<file path="src/rtl/irq_casc_pkg.sv">
package irq_casc_pkg;
   localparam int unsigned BIT_RX_HOST   = 16;
   localparam int unsigned BIT_RX_NODESC = 17;
   localparam int unsigned BIT_SUMMARY   = 23;
   localparam int unsigned BIT_TX_DESC   = 24;
   localparam int unsigned BIT_TX_EMPTY  = 25;

   typedef enum logic [2:0] {
      SEL_NONE,
      SEL_PSTAT,
      SEL_PMASK,
      SEL_SSTAT,
      SEL_SMASK
   } reg_sel_e;
endpackage

</file>
<file path="src/rtl/irq_addr_decode.sv">
module irq_addr_decode
   import irq_casc_pkg::*;
#(
   parameter int unsigned   ADDR_W    = 12,
   parameter bit            ALIAS_EN  = 1'b1,
   parameter logic [ADDR_W-1:0] OFS_PSTAT = 12'h100,
   parameter logic [ADDR_W-1:0] OFS_PMASK = 12'h104,
   parameter logic [ADDR_W-1:0] OFS_PSTAT_ALT = 12'h108,
   parameter logic [ADDR_W-1:0] OFS_PMASK_ALT = 12'h10C,
   parameter logic [ADDR_W-1:0] OFS_SSTAT = 12'h018,
   parameter logic [ADDR_W-1:0] OFS_SMASK = 12'h014
) (
   input  logic [ADDR_W-1:0] addr_i,
   output reg_sel_e          sel_o
);
   logic [ADDR_W-1:0] folded;

   generate
      if (ALIAS_EN) begin : g_alias
         always_comb begin
            if (addr_i == OFS_PSTAT_ALT)      folded = OFS_PSTAT;
            else if (addr_i == OFS_PMASK_ALT) folded = OFS_PMASK;
            else                              folded = addr_i;
         end
      end else begin : g_plain
         assign folded = addr_i;
      end
   endgenerate

   always_comb begin
      if (folded == OFS_PSTAT)      sel_o = SEL_PSTAT;
      else if (folded == OFS_PMASK) sel_o = SEL_PMASK;
      else if (folded == OFS_SSTAT) sel_o = SEL_SSTAT;
      else if (folded == OFS_SMASK) sel_o = SEL_SMASK;
      else                          sel_o = SEL_NONE;
   end
endmodule

</file>
<file path="src/rtl/irq_stat_reg.sv">
module irq_stat_reg #(
   parameter int unsigned W       = 32,
   parameter logic [W-1:0] WR_MASK = '1
) (
   input  logic         clk,
   input  logic         rst_n,
   input  logic [W-1:0] set_i,
   input  logic         wr_i,
   input  logic [W-1:0] wdata_i,
   input  logic         rdclr_i,
   output logic [W-1:0] stat_o
);
   logic [W-1:0] stat_q, stat_d;

   always_comb begin
      stat_d = stat_q;
      if (rdclr_i) stat_d = '0;
      if (wr_i)    stat_d = wdata_i & WR_MASK;
      stat_d = stat_d | set_i;
   end

   always_ff @(posedge clk) begin
      if (!rst_n) stat_q <= '0;
      else        stat_q <= stat_d;
   end

   assign stat_o = stat_q;

   p_event_sticks_r2: assert property (@(posedge clk) disable iff (!rst_n)
      (|set_i) |=> ((stat_o & $past(set_i)) == $past(set_i)));

   p_read_clears_r5: assert property (@(posedge clk) disable iff (!rst_n)
      (rdclr_i && !wr_i && set_i == '0) |=> (stat_o == '0));

   p_collision_keeps_r8: assert property (@(posedge clk) disable iff (!rst_n)
      (rdclr_i && !wr_i && (|set_i)) |=> (stat_o == $past(set_i)));
endmodule

</file>
<file path="src/rtl/irq_mask_reg.sv">
module irq_mask_reg #(
   parameter int unsigned  W   = 32,
   parameter logic [W-1:0] RST = '1
) (
   input  logic         clk,
   input  logic         rst_n,
   input  logic         wr_i,
   input  logic [W-1:0] wdata_i,
   output logic [W-1:0] mask_o
);
   logic [W-1:0] mask_q;

   always_ff @(posedge clk) begin
      if (!rst_n)    mask_q <= RST;
      else if (wr_i) mask_q <= wdata_i;
   end

   assign mask_o = mask_q;

   p_mask_holds_r11: assert property (@(posedge clk) disable iff (!rst_n)
      !wr_i |=> $stable(mask_o));
endmodule

</file>
<file path="src/rtl/irq_merge.sv">
module irq_merge #(
   parameter int unsigned PW      = 32,
   parameter int unsigned SW      = 16,
   parameter int unsigned SUM_POS = 23
) (
   input  logic          clk,
   input  logic          rst_n,
   input  logic [PW-1:0] pstat_i,
   input  logic [PW-1:0] pmask_i,
   input  logic [SW-1:0] sstat_i,
   input  logic [SW-1:0] smask_i,
   output logic [PW-1:0] view_o,
   output logic          irq_o
);
   localparam logic [PW-1:0] SUM_ONEHOT = PW'(1) << SUM_POS;

   logic summary, pending, irq_q;

   assign summary = |(sstat_i & ~smask_i);
   assign view_o  = pstat_i | (summary ? SUM_ONEHOT : '0);
   assign pending = (|(pstat_i & ~pmask_i & ~SUM_ONEHOT)) | summary;

   always_ff @(posedge clk) begin
      if (!rst_n) irq_q <= 1'b0;
      else        irq_q <= pending;
   end

   assign irq_o = irq_q;

   p_irq_needs_cause_r7: assert property (@(posedge clk) disable iff (!rst_n)
      (pstat_i == '0 && sstat_i == '0) |=> !irq_o);

   p_masked_quiet_r10: assert property (@(posedge clk) disable iff (!rst_n)
      ((pstat_i & ~pmask_i) == '0 && (sstat_i & ~smask_i) == '0) |=> !irq_o);
endmodule

</file>
<file path="src/rtl/irq_cascade_ctrl.sv">
module irq_cascade_ctrl
   import irq_casc_pkg::*;
#(
   parameter int unsigned ADDR_W    = 12,
   parameter int unsigned PW        = 32,
   parameter int unsigned SW        = 16,
   parameter bit          ALIAS_EN  = 1'b1,
   parameter logic [PW-1:0] PMASK_RST = 32'hFF7F_FFFF,
   parameter logic [SW-1:0] SMASK_RST = 16'hFFFF
) (
   input  logic              clk,
   input  logic              rst_n,
   input  logic              reg_wr,
   input  logic              reg_rd,
   input  logic [ADDR_W-1:0] reg_addr,
   input  logic [PW-1:0]     reg_wdata,
   output logic [PW-1:0]     reg_rdata,
   input  logic              ev_rx_host,
   input  logic              ev_rx_nodesc,
   input  logic              ev_tx_desc,
   input  logic              ev_tx_empty,
   input  logic [SW-1:0]     mgmt_evt,
   input  logic              link_chg,
   output logic              irq
);
   localparam logic [PW-1:0] PSTAT_WMASK = ~(PW'(1) << BIT_SUMMARY);

   generate
      if (PW <= BIT_TX_EMPTY) begin : g_bad_pw
         $error("primary width too small for event bits");
      end
      if (SW > PW || SW == 0) begin : g_bad_sw
         $error("secondary width must be 1..PW");
      end
      if (ADDR_W < 9) begin : g_bad_aw
         $error("address width cannot hold register offsets");
      end
   endgenerate

   reg_sel_e          sel;
   logic [PW-1:0]     pstat, pmask, pview, pset;
   logic [SW-1:0]     sstat, smask, sset;
   logic [PW-1:0]     rdata_q, rd_mux;

   irq_addr_decode #(
      .ADDR_W   (ADDR_W),
      .ALIAS_EN (ALIAS_EN),
      .OFS_PSTAT(ADDR_W'(12'h100)),
      .OFS_PMASK(ADDR_W'(12'h104)),
      .OFS_PSTAT_ALT(ADDR_W'(12'h108)),
      .OFS_PMASK_ALT(ADDR_W'(12'h10C)),
      .OFS_SSTAT(ADDR_W'(12'h018)),
      .OFS_SMASK(ADDR_W'(12'h014))
   ) u_dec (
      .addr_i(reg_addr),
      .sel_o (sel)
   );

   always_comb begin
      pset = '0;
      pset[BIT_RX_HOST]   = ev_rx_host;
      pset[BIT_RX_NODESC] = ev_rx_nodesc;
      pset[BIT_TX_DESC]   = ev_tx_desc;
      pset[BIT_TX_EMPTY]  = ev_tx_empty;
   end

   assign sset = mgmt_evt | {SW{link_chg}};

   irq_stat_reg #(.W(PW), .WR_MASK(PSTAT_WMASK)) u_pstat (
      .clk    (clk),
      .rst_n  (rst_n),
      .set_i  (pset),
      .wr_i   (reg_wr && sel == SEL_PSTAT),
      .wdata_i(reg_wdata),
      .rdclr_i(reg_rd && sel == SEL_PSTAT),
      .stat_o (pstat)
   );

   irq_stat_reg #(.W(SW), .WR_MASK('1)) u_sstat (
      .clk    (clk),
      .rst_n  (rst_n),
      .set_i  (sset),
      .wr_i   (reg_wr && sel == SEL_SSTAT),
      .wdata_i(reg_wdata[SW-1:0]),
      .rdclr_i(reg_rd && sel == SEL_SSTAT),
      .stat_o (sstat)
   );

   irq_mask_reg #(.W(PW), .RST(PMASK_RST)) u_pmask (
      .clk    (clk),
      .rst_n  (rst_n),
      .wr_i   (reg_wr && sel == SEL_PMASK),
      .wdata_i(reg_wdata),
      .mask_o (pmask)
   );

   irq_mask_reg #(.W(SW), .RST(SMASK_RST)) u_smask (
      .clk    (clk),
      .rst_n  (rst_n),
      .wr_i   (reg_wr && sel == SEL_SMASK),
      .wdata_i(reg_wdata[SW-1:0]),
      .mask_o (smask)
   );

   irq_merge #(.PW(PW), .SW(SW), .SUM_POS(BIT_SUMMARY)) u_merge (
      .clk    (clk),
      .rst_n  (rst_n),
      .pstat_i(pstat),
      .pmask_i(pmask),
      .sstat_i(sstat),
      .smask_i(smask),
      .view_o (pview),
      .irq_o  (irq)
   );

   always_comb begin
      unique case (sel)
         SEL_PSTAT: rd_mux = pview;
         SEL_PMASK: rd_mux = pmask;
         SEL_SSTAT: rd_mux = PW'(sstat);
         SEL_SMASK: rd_mux = PW'(smask);
         default:   rd_mux = '0;
      endcase
   end

   always_ff @(posedge clk) begin
      if (!rst_n)      rdata_q <= '0;
      else if (reg_rd) rdata_q <= rd_mux;
   end

   assign reg_rdata = rdata_q;

   p_link_fills_r9: assert property (@(posedge clk) disable iff (!rst_n)
      link_chg |=> (sstat == '1));

   p_summary_read_r6: assert property (@(posedge clk) disable iff (!rst_n)
      (reg_rd && sel == SEL_PSTAT && (|(sstat & ~smask))) |=> reg_rdata[BIT_SUMMARY]);

   p_summary_survives_r4: assert property (@(posedge clk) disable iff (!rst_n)
      (reg_rd && sel == SEL_PSTAT && (|(sstat & ~smask)) && !link_chg && mgmt_evt == '0)
      |=> (|(sstat & ~smask)));
endmodule

</file>
<file path="config.mk">
export PLATFORM = sky130hd
export DESIGN_NAME = irq_cascade_ctrl
export DESIGN_NICKNAME = d
export VERILOG_FILES = /design/src/rtl/irq_casc_pkg.sv /design/src/rtl/irq_addr_decode.sv /design/src/rtl/irq_stat_reg.sv /design/src/rtl/irq_mask_reg.sv /design/src/rtl/irq_merge.sv /design/src/rtl/irq_cascade_ctrl.sv
export SDC_FILE = /design/constraint.sdc
export NUM_CORES = 1
export LEC_CHECK = 0
export ABC_AREA = 1
export CORE_MARGIN = 1
export CORE_UTILIZATION = 43
export CTS_BUF_LIST = sky130_fd_sc_hd__clkbuf_4 sky130_fd_sc_hd__clkbuf_8
export CTS_CLUSTER_DIAMETER = 30
export DETAILED_ROUTE_END_ITERATION = 8
export PLACE_DENSITY = 0.78
export SLEW_MARGIN = 20
export SYNTH_ARGS = -nofsm -noshare
export SYNTH_HDL_FRONTEND = slang
export SYNTH_SLANG_ARGS = --single-unit
</file>
<file path="constraint.sdc">
create_clock -name clk -period 2 [get_ports clk]
set_clock_uncertainty 0.1 [all_clocks]
set_input_delay 0.6 -clock clk [delete_from_list [all_inputs] [get_ports clk]]
set_output_delay 0.6 -clock clk [all_outputs]
set_load 0.01 [all_outputs]
</file>
==> reports/metrics.csv <==
metric,value,unit
outcome,completed,
Synth Flop Type,dfxtp_1,
CTS Sinks,128,
NumNets Final,1029,
Max Root-Sink Buffers,2,
Routed WL per cell,17.4,microns
clk_lat worst skew,0.46,ns
number of synthesized flops with an enable pin,0,
Min-Delay Path Depth,2,
R2R setup slack,0.32,ns
Core Area,0.0135,sq mm
initial core utilization,44.7,%
worst path required time,2.22,ns
Die Footprint,0.0145,sq mm
HP Start,u_pmask.mask_o[23],
mean area per synthesized cell,7.10,sq um
share of layout cells above drive strength 1,13.0,%
max_cap viols,0,
Hold Path Class,flip-flop to flip-flop,
Post-Syn Instances,847,
Root Buffer,clkbuf_8,
Synth Register Bits,128,
Tot Pwr,5.28,mW
"Min Clock Period, post-route",1.88,ns
Via density,5.78,
Async SR Flop Fraction,0,%
"Max FO, Critical Path",8,
DR vias,6632,
"count leader, synth",nand2_1,
CTS buffer count,17,
initial antenna violation count,0,
most frequent cells after synthesis,"nand2_1, dfxtp_1, inv_1, a21oi_1, nand4_1",
# placed instances,1108,
Post-Route WL,19900,microns
r2r worst-path depth,7,
Die Y,120,microns
largest net degree at the start of global routing,50,
Mapped Area,0.00601,sq mm
crit start category,primary input,
number of global-route vias before repair,6047,
Hold Fails Final Rpt,0,
Final ANT Viol Nets,0,
# diodes,0,
iteration count of the initial detailed-routing pass,5,
post-synth net total,916,
main area contributors after synthesis,"dfxtp_1, nand2_1, a21oi_1",
Crit Path Category,primary input to flip-flop,
H-tree lvl count,4,
Rel. slew slack,68.1,%
CTS Hold Bufs,0,
Fmax achieved,0.532,GHz
endpoints failing setup,0,
slew of the pin with the lowest slew margin,0.478,ns
Tcrit/Tclk final,94.0,%
Post-route DRC,0,
post-synth top area share,42.6,%
register area share after synthesis,42.6,%
Pins Over Slew Limit,0,
die span in x,120,microns
Cell variety after synth,27,
IO Port Bufs,101,
Worst VDD drop,0.370,mV
first-pass GRT wire length,30600,microns
RR Endpoint,u_merge.irq_o,
Synth-to-Final Area Change,35.0,%
TNS Setup,0,ns
Post-DP Area,0.00749,sq mm
Worst EP arrival,2.10,ns
Final Cell Area,0.00811,sq mm
GRT Overall Usage,27.3,%
CP Capture Type,flip-flop,
routability cong.,0.984,
CTS tree,yes,
final non-filler cell total,1148,
leakage,3.67,nW
1st-iter DRT viols,717,
# IOs,102,
Power Density,651,mW/mm^2
synth warn,0,
row count,42,
Hold EP,u_pmask.mask_o[23],
worst r2r src,u_pmask.mask_o[9],
clock-pin slew on the worst setup and hold paths,0.07,ns
"area leader, netlist",dfxtp_1,
DP HPWL,13300,microns
RSZ-0062 raised after global routing,no,
grt ovf,0,
-- final cells by class --
| cell class | instances | area [sq um] |
|---|---|---|
| clock buffers | 25 | 319 |
| clock inverters | 6 | 80.1 |
| fillers | 1213 | 5340 |
| inverters | 104 | 390 |
| multi-input cells | 553 | 2910 |
| flip-flops and latches | 128 | 2560 |
| well taps | 176 | 220 |
| repair buffers | 156 | 1630 |
-- flip-flops by register name (all words and copies together), names as in the netlist --
signal and cells:
u_sstat.stat_o 16, u_smask.mask_o 16, u_pmask.mask_o 32, u_merge.irq_o 1, u_pstat.stat_o 31, reg_rdata 32
-- routing by layer --
layer	vias to the layer above	GRT usage [%]	wire length, microns
met5	-	0	0
met4	0	11.3	637
met3	53	7.83	2140
met2	388	41.4	8850
met1	3069	36.1	8310
li1	3122	-	-
-- what timing repair did --
| item | 4_1_cts | 5_1_grt |
|---|---|---|
| endpoints found under the setup margin | 47 | 111 |
| gates resized for setup | 43 | 33 |
| gates cloned | 0 | 5 |
| setup buffers | 2 | 2 |
| pin swaps | 5 | 13 |
-- critical path, cell delays in order --
cell and delay (ns):
dlygate4sd2_1 0.27, inv_1 0.07, nand2_1 0.09, nor2_4 0.15, nand3_2 0.09, nand2_2 0.09, nand2_2 0.08, nor3_4 0.20
nand2_4 0.12, clkbuf_16 0.19, nand2_1 0.06, o211ai_1 0.08
-- metrics by stage --
stage	util (%)	worst slack (ns)	hold WS, ns
2_1_floorplan	-	0.00226	0.324
3_3_place_gp	55.7	-0.457	0.344
3_5_place_dp	55.7	-0.527	0.353
4_1_cts	58.6	0.00556	0.363
5_1_grt	60.3	0.00243	0.384
6_report	60.3	0.121	0.359
-- cell families after synthesis --
logic type             Yosys count  synth area share [%]
AO/OA/AOI/OAI                  201                  21.1
buffers and inverters          166                  10.7
flip-flops                     128                  42.6
AND/OR/NAND/NOR                352                  25.6
-- power by group --
part	switching (mW)	internal, mW
Combinational	0.242	0.197
Clock	0.951	1.28
Sequential	0.0306	2.58
-- worst max-delay path by stage --
stage	start	to	slack (ns)
2_1_floorplan	reg_addr[6]	u_smask.mask_o[10]	0.002
3_5_place_dp	reg_addr[8]	u_pstat.stat_o[16]	-0.53
3_3_place_gp	reg_addr[8]	u_smask.mask_o[11]	-0.46
6_report	reg_addr[10]	u_smask.mask_o[15]	0.12
4_1_cts	reg_addr[9]	u_smask.mask_o[11]	0.006
5_1_grt	reg_addr[10]	u_smask.mask_o[6]	0.002
-- cells in the final DEF, fill, tap and decap left out, types with 2 or more instances in the layout --
master	n
clkinv_2	4
nand4_1	52
o211ai_1	34
o21ai_0	17
nor3_4	2
nand3_2	2
inv_1	94
bufinv_16	2
inv_2	9
nor2_4	5
buf_12	12
a21oi_1	80
o22ai_1	16
dfxtp_1	128
o2111ai_1	33
nand2_1	225
nand3_1	33
dlymetal6s2s_1	8
clkbuf_4	4
buf_4	35
buf_6	4
clkbuf_16	4
a31oi_1	16
dlygate4sd2_1	37
nand2_2	8
nor2_1	13
nor2_2	9
clkbuf_8	21
clkdlybuf4s50_1	55
No activity file was read; power rests on OpenSTA's default activity.
